$ cat src/rtl/ipc_mirror_pkg.sv
package ipc_mirror_pkg;
   // Decide whether a unit answers processor reads for its bus side and role
   function automatic logic unit_answers(logic on_backup, logic swapped);
      return on_backup ? swapped : !swapped;
   endfunction
endpackage

$ cat src/rtl/ipc_wr_commit.sv
module ipc_wr_commit #(
   parameter int WIDTH      = 16,
   parameter int COMMIT_LAT = 3
) (
   input  logic             clk,
   input  logic             rst_n,
   input  logic             wr_valid,
   input  logic [WIDTH-1:0] wr_data,
   output logic             pending,
   output logic             commit,
   output logic [WIDTH-1:0] commit_data
);
   logic accept;
   assign accept = wr_valid && !pending;

   always_ff @(posedge clk) begin
      if (!rst_n) begin
         pending     <= 1'b0;
         commit_data <= '0;
      end else if (accept) begin
         pending     <= 1'b1;
         commit_data <= wr_data;
      end else if (commit) begin
         pending     <= 1'b0;
      end
   end

   generate
      if (COMMIT_LAT == 1) begin : g_single
         assign commit = pending;
      end else begin : g_count
         localparam int CW = $clog2(COMMIT_LAT);
         logic [CW-1:0] remain;
         always_ff @(posedge clk) begin
            if (!rst_n)
               remain <= '0;
            else if (accept)
               remain <= CW'(COMMIT_LAT - 1);
            else if (pending && remain != '0)
               remain <= remain - 1'b1;
         end
         assign commit = pending && (remain == '0);
      end
   endgenerate
endmodule

$ cat src/rtl/ipc_role_ctl.sv
module ipc_role_ctl (
   input  logic clk,
   input  logic rst_n,
   input  logic xchg,
   input  logic on_backup,
   output logic swapped,
   output logic answer
);
   always_ff @(posedge clk) begin
      if (!rst_n)
         swapped <= 1'b0;
      else if (xchg)
         swapped <= !swapped;
   end

   assign answer = ipc_mirror_pkg::unit_answers(on_backup, swapped);
endmodule

$ cat src/rtl/ipc_rd_port.sv
module ipc_rd_port #(
   parameter int WIDTH = 16
) (
   input  logic             clk,
   input  logic             rst_n,
   input  logic             rd_fire,
   input  logic             answer,
   input  logic [WIDTH-1:0] value,
   output logic             rsp_valid,
   output logic             rsp_drive,
   output logic [WIDTH-1:0] rsp_data
);
   always_ff @(posedge clk) begin
      if (!rst_n) begin
         rsp_valid <= 1'b0;
         rsp_drive <= 1'b0;
         rsp_data  <= '0;
      end else begin
         rsp_valid <= rd_fire;
         rsp_drive <= rd_fire && answer;
         rsp_data  <= (rd_fire && answer) ? value : '0;
      end
   end
endmodule

$ cat src/rtl/ipc_mirror_reg.sv
module ipc_mirror_reg #(
   parameter int WIDTH      = 16,
   parameter int COMMIT_LAT = 3
) (
   input  logic             clk,
   input  logic             rst_n,
   input  logic             on_backup,
   input  logic             xchg,
   input  logic             wr_valid,
   input  logic [WIDTH-1:0] wr_data,
   output logic             wr_ready,
   input  logic             rd_valid,
   output logic             rd_ready,
   output logic             rsp_valid,
   output logic             rsp_drive,
   output logic [WIDTH-1:0] rsp_data
);
   generate
      if (WIDTH < 1) begin : g_bad_width
         $error("ipc_mirror_reg: WIDTH must be at least 1");
      end
      if (COMMIT_LAT < 1) begin : g_bad_lat
         $error("ipc_mirror_reg: COMMIT_LAT must be at least 1");
      end
   endgenerate

   logic             pending;
   logic             commit;
   logic [WIDTH-1:0] commit_data;
   logic [WIDTH-1:0] value_q;
   logic             swapped;
   logic             answer;
   logic             rd_fire;

   ipc_wr_commit #(.WIDTH(WIDTH), .COMMIT_LAT(COMMIT_LAT)) u_wr (
      .clk(clk), .rst_n(rst_n), .wr_valid(wr_valid), .wr_data(wr_data),
      .pending(pending), .commit(commit), .commit_data(commit_data)
   );

   // Every committed write lands here, whatever the answering role
   always_ff @(posedge clk) begin
      if (!rst_n)
         value_q <= '0;
      else if (commit)
         value_q <= commit_data;
   end

   ipc_role_ctl u_role (
      .clk(clk), .rst_n(rst_n), .xchg(xchg), .on_backup(on_backup),
      .swapped(swapped), .answer(answer)
   );

   // A write offered in the same cycle is ordered ahead of the read
   assign wr_ready = !pending;
   assign rd_ready = !pending && !wr_valid;
   assign rd_fire  = rd_valid && rd_ready;

   ipc_rd_port #(.WIDTH(WIDTH)) u_rd (
      .clk(clk), .rst_n(rst_n), .rd_fire(rd_fire), .answer(answer),
      .value(value_q), .rsp_valid(rsp_valid), .rsp_drive(rsp_drive),
      .rsp_data(rsp_data)
   );
endmodule

$ cat config.mk
export PLATFORM = sky130hd
export DESIGN_NAME = ipc_mirror_reg
export DESIGN_NICKNAME = d
export VERILOG_FILES = /design/src/rtl/ipc_mirror_pkg.sv /design/src/rtl/ipc_wr_commit.sv /design/src/rtl/ipc_role_ctl.sv /design/src/rtl/ipc_rd_port.sv /design/src/rtl/ipc_mirror_reg.sv
export SDC_FILE = /design/constraint.sdc
export NUM_CORES = 1
export LEC_CHECK = 0
export BUFFER_PORTS_ARGS = -buffer_cell sky130_fd_sc_hd__clkbuf_2
export CAP_MARGIN = 0
export CORE_ASPECT_RATIO = 0.7
export CORE_UTILIZATION = 27
export CTS_CLUSTER_SIZE = 8
export DETAILED_ROUTE_END_ITERATION = 10
export HOLD_SLACK_MARGIN = 0.1
export SLEW_MARGIN = 0
export SYNTH_ARGS = -nofsm -noshare
export SYNTH_HDL_FRONTEND = slang
export SYNTH_SLANG_ARGS = --single-unit
$ cat constraint.sdc
create_clock -name clk -period 2.78 [get_ports clk]
set_input_delay 0.556 -clock clk [delete_from_list [all_inputs] [get_ports clk]]
set_output_delay 0.556 -clock clk [all_outputs]
set_load 0.02 [all_outputs]
# Word-level counts from Yosys, hierarchy flattened
# Index checks and enable logic that the tools add are counted.
# W data, S select, Z words.
# classes
add_sub_neg,1
n_mul,0
div_mod_pow,0
order_cmp,0
eq_ne,0
shift,0
muxes,5
n_bitwise,1
reduce_logical,15
# op_table
op,count
$logic_and A1 B1 Y1,6
$reduce_bool A2 Y1,3
$mux W2,2
$logic_not A1 Y1,3
$mux W1,3
$logic_not A2 Y1,1
$reduce_and A2 Y1,1
$reduce_or A2 Y1,1
$sub A2 B1 Y2 const B,1
$not A1 Y1,1
# totals
ff_bits,54
latch_bits,0
mem_bits_rw,0
rom_bits,0
input_bits,22
out_inout_bits,20
word_cells,31
mem_count,0

# Logic depth before layout (Yosys ltp)
# depth
ltp_word,5
mapped_depth,7

# Hierarchy
# Synthesis repeated with hierarchy kept, for this count alone.
# hier_totals
hier_cells,182
hier_area_um2,1961.9
# by_module_without_submodules
module,instances,cells_per_inst,area_per_inst_um2
ipc_wr_commit,1,85,739.5
ipc_mirror_reg,1,54,629.4
ipc_rd_port,1,39,549.3
ipc_role_ctl,1,4,43.8

# Worst setup path before layout
# No wires, ideal clock.
# synth_path
path_type,input port to flip-flop
from,in on_backup
to,reg u_rd.rsp_data[0]
setup_time_ns,0.115
arrival_ns,1.229
t_required_ns,2.665
slack_ns,1.436
cell_stages,5
n_path_buf,2
path_cell_list,xnor2_1 > and4_1 > buf_4 > buf_6 > and2_1
# synth_between
elab_chain_cells,3
# synth_rtl
item,line_no,source
"start, declared",ipc_mirror_reg.sv:7,"input logic on_backup,"
$mux W1,ipc_mirror_pkg.sv:4,return on_backup ? swapped : !swapped;
$logic_and A1 B1 Y1,ipc_rd_port.sv:21,rsp_data <= (rd_fire && answer) ? value : '0;
$reduce_and A2 Y1 (no line),-,
"end signal, assigned",ipc_rd_port.sv:21,
"end, declared",ipc_rd_port.sv:11,output logic [WIDTH-1:0] rsp_data
# No other way between the ends.
# A chain may end at the register's enable or synchronous reset.

# Worst setup path in the final report
# layout_path
from,reg u_wr.pending
to,out rd_ready
# layout_between
elab_chain_cells,2
# layout_rtl
item,line_no,source
"start, declared",ipc_wr_commit.sv:9,"output logic pending,"
"start signal, assigned",ipc_wr_commit.sv:18,pending <= 1'b0;
"start signal, assigned",ipc_wr_commit.sv:21,pending <= 1'b1;
"start signal, assigned",ipc_wr_commit.sv:24,pending <= 1'b0;
$logic_not A1 Y1,ipc_mirror_reg.sv:55,assign rd_ready = !pending && !wr_valid;
$logic_and A1 B1 Y1,ipc_mirror_reg.sv:55,
"end, declared",ipc_mirror_reg.sv:13,"output logic rd_ready,"
# No other way between the ends.

==> summary.md <==
| Metric | Value |
|---|---|
| Status | `finished, final reports clean` |
| Post-cts sizing count | `0` |
| Via count | `1330` |
| Synthesis-to-finish area growth | `18.5%` |
| Minimum clock period | `1.64 ns` |
| Mapped Cells | `202` |
| Worst Skew | `0.00677 ns` |
| Die area | `7120 um^2` |
| GRT Util Overall | `10.6%` |
| Data arrival, critical path | `1.08 ns` |
| Worst-path clk slew | `0.09 ns` |
| CTS tree | `done` |
| Worst vdd ir | `0.000193 V` |
| Nets | `262` |
| CP endpoint kind | `output port` |
| Total gr overflow | `0` |
| Post-synth ARST share | `0%` |
| Critical Path RT | `2.22 ns` |
| Initial DRT Pass Iterations | `4` |
| Largest net degree at the start of global routing | `18` |
| Hold Crit Depth | `1` |
| Post-synth EDFFs | `0` |
| Leak pwr | `0.882 nW` |
| CTS Buf Count | `5` |
| Syn_nets | `225` |
| Final TNS setup | `0 ns` |
| Achievable Freq | `610 MHz` |
| Root Buffer | `clkbuf_8` |
| I/O pin count | `42` |
| Global-route wire length before repair | `5650 um` |
| Critical Path Fanout Max | `10` |
| CTS sink cnt | `54` |
| Placed Cells | `323` |
| Synthesized area per cell | `9.07 um^2` |
| Slew headroom | `58.6%` |
| Slew Limit Fails | `0` |
| Layout cells sized above 1 | `21.7%` |
| Power per cell area | `626 nW/um^2` |
| Startpoint Class | `flip-flop` |
| Register area share after synthesis | `59.0%` |
| Setup violations, final | `0` |
| Maximum buffer depth of the clock tree | `2` |
| Synth warnings | `0` |
| Post-Route WL | `3600 um` |
| WL per Instance | `10.9 um` |
| Iteration-0 DRC Markers | `62` |
| Final Non-Filler Cells | `331` |
| Die height | `70.9 um` |
| Commonest register cell after synthesis | `dfxtp_1` |
| Fin. Hold Viols | `0` |
| Starting density of the core | `28.6%` |
| Period utilisation layout | `58.9%` |
| Die width | `100 um` |
| Hpwl dp | `2590 um` |
| H-tree Lvls | `2` |
| Via/cell ratio | `4.02` |
| Ant diodes | `0` |
| Cell variety after synth | `24` |
| Maxcap violations | `0` |
| Number of global-route vias before repair | `1129` |
| Number of setup buffers added after CTS | `0` |
| # rows | `24` |
| WS Path Type | `flip-flop to output port` |
| Port Buffers | `41` |
| Core footprint | `6400 um^2` |
| Gp weighted congestion | `0.774` |
| Worst-Margin Slew | `0.621 ns` |
| Post-DRT Antenna Nets | `0` |
| Post-Syn Area | `1830 um^2` |
| Initial antenna violation count | `0` |
| Hold WC Path Type | `flip-flop to flip-flop` |
| Hold_buf cts | `0` |
| Worst r2r path cells | `5` |
| Fillers | `690` |
| RSZ-0062 raised after global routing | `no` |
| # DRC | `0` |
| Worst-Skew Late Latency | `0.30 ns` |
| Number of synthesized register bits | `54` |
==> cells in the final DEF (no fill, tap or decap) <==
cell type  count
nor2b_1        1
xnor2_1        3
clkinv_2       1
nor2_4         1
nand3_1        1
clkbuf_8       5
o31ai_1        1
dfxtp_1       54
inv_1          3
and3_1         1
clkinv_1       1
clkbuf_2      41
clkinv_4       1
nand2_1       66
a21boi_0       7
clkbuf_1       1
ha_1           1
buf_4          2
and2_1        17
and4_1         1
nor2_1         2
a21oi_1       26
o41ai_1        1
nand2b_1       1
mux2_2         1
==> final timing paths <==
check	startpoint	endpoint	slack, ns
worst max register to register	u_wr.g_count.remain[0]	value_q[4]	1.26
worst max-delay path	u_wr.pending	rd_ready	1.14
worst min-delay path	value_q[7]	u_rd.rsp_data[7]	0.45
worst min register to register	value_q[7]	u_rd.rsp_data[7]	0.45
==> flip-flops by register name (all words and copies together) (netlist names) <==
signal	cells
u_rd.rsp_valid	1
u_wr.g_count.remain	2
u_role.swapped	1
value_q	16
u_wr.commit_data	16
u_rd.rsp_drive	1
u_wr.pending	1
u_rd.rsp_data	16
==> synthesized netlist by cell type (2+ instances only) <==
library cell	n	area [um^2]
xnor2_1	3	26.3
clkbuf_1	3	11.3
buf_6	2	22.5
nor2_1	2	7.51
buf_4	3	22.5
inv_1	3	11.3
a21oi_1	26	130
buf_2	4	20.0
nand2_1	66	248
dfxtp_1	54	1080
a21boi_0	7	52.6
and2_1	17	106
==> power breakdown <==
group	internal (mW)	total, mW	switching, mW
Combinational	0.0458	0.117	0.0711
Clock	0.178	0.424	0.245
Sequential	0.800	0.818	0.0180
Total	1.02	1.36	0.335
==> routing by layer <==
metal,wire [um],up-vias,GRT usage (%)
li1,-,713,-
met1,2020,572,16.7
met2,1290,41,12.3
met3,243,4,3.85
met4,49,0,4.35
met5,0,-,0
==> per-stage QoR <==
step | hold WS, ns | power, mW | setup WS [ns] | area (um^2) | util, %
floorplan | 0.430 | 0.921 | 1.44 | 1830 | -
global placement | 0.437 | 0.952 | 1.13 | 2080 | 32.6
detailed placement | 0.438 | 0.954 | 1.07 | 2080 | 32.6
CTS | 0.454 | 1.38 | 1.13 | 2170 | 33.9
global route | 0.470 | 1.42 | 1.06 | 2170 | 33.9
finish | 0.452 | 1.36 | 1.14 | 2170 | 33.9
==> cell type report <==
class	count	area (um^2)	area share, %
Sequential cell	54	1080	49.8
Clock buffer	6	72.6	3.34
Multi-Input combinational cell	131	654	30.1
Timing Repair Buffer	43	220	10.1
Tap cell	91	114	5.24
Inverter	4	15.0	0.692
Clock inverter	2	13.8	0.634
==> critical path, cell delays in order, from the launching register on <==
cell and delay [ns]:
dfxtp_1 0.54, nor2_4 0.08, clkbuf_2 0.16
==> logic make-up after synthesis <==
group | Yosys count | synth area share [%]
adders and majority gates | 1 | 0.683
and+or+nand+nor | 91 | 22.1
muxes | 1 | 0.615
buffers and inverters | 17 | 5.26
xor gates and xnor gates | 3 | 1.43
DFF | 54 | 59.0
AOI/OAI and AO/OA | 35 | 10.9
No activity file was read; power rests on OpenSTA's default activity.
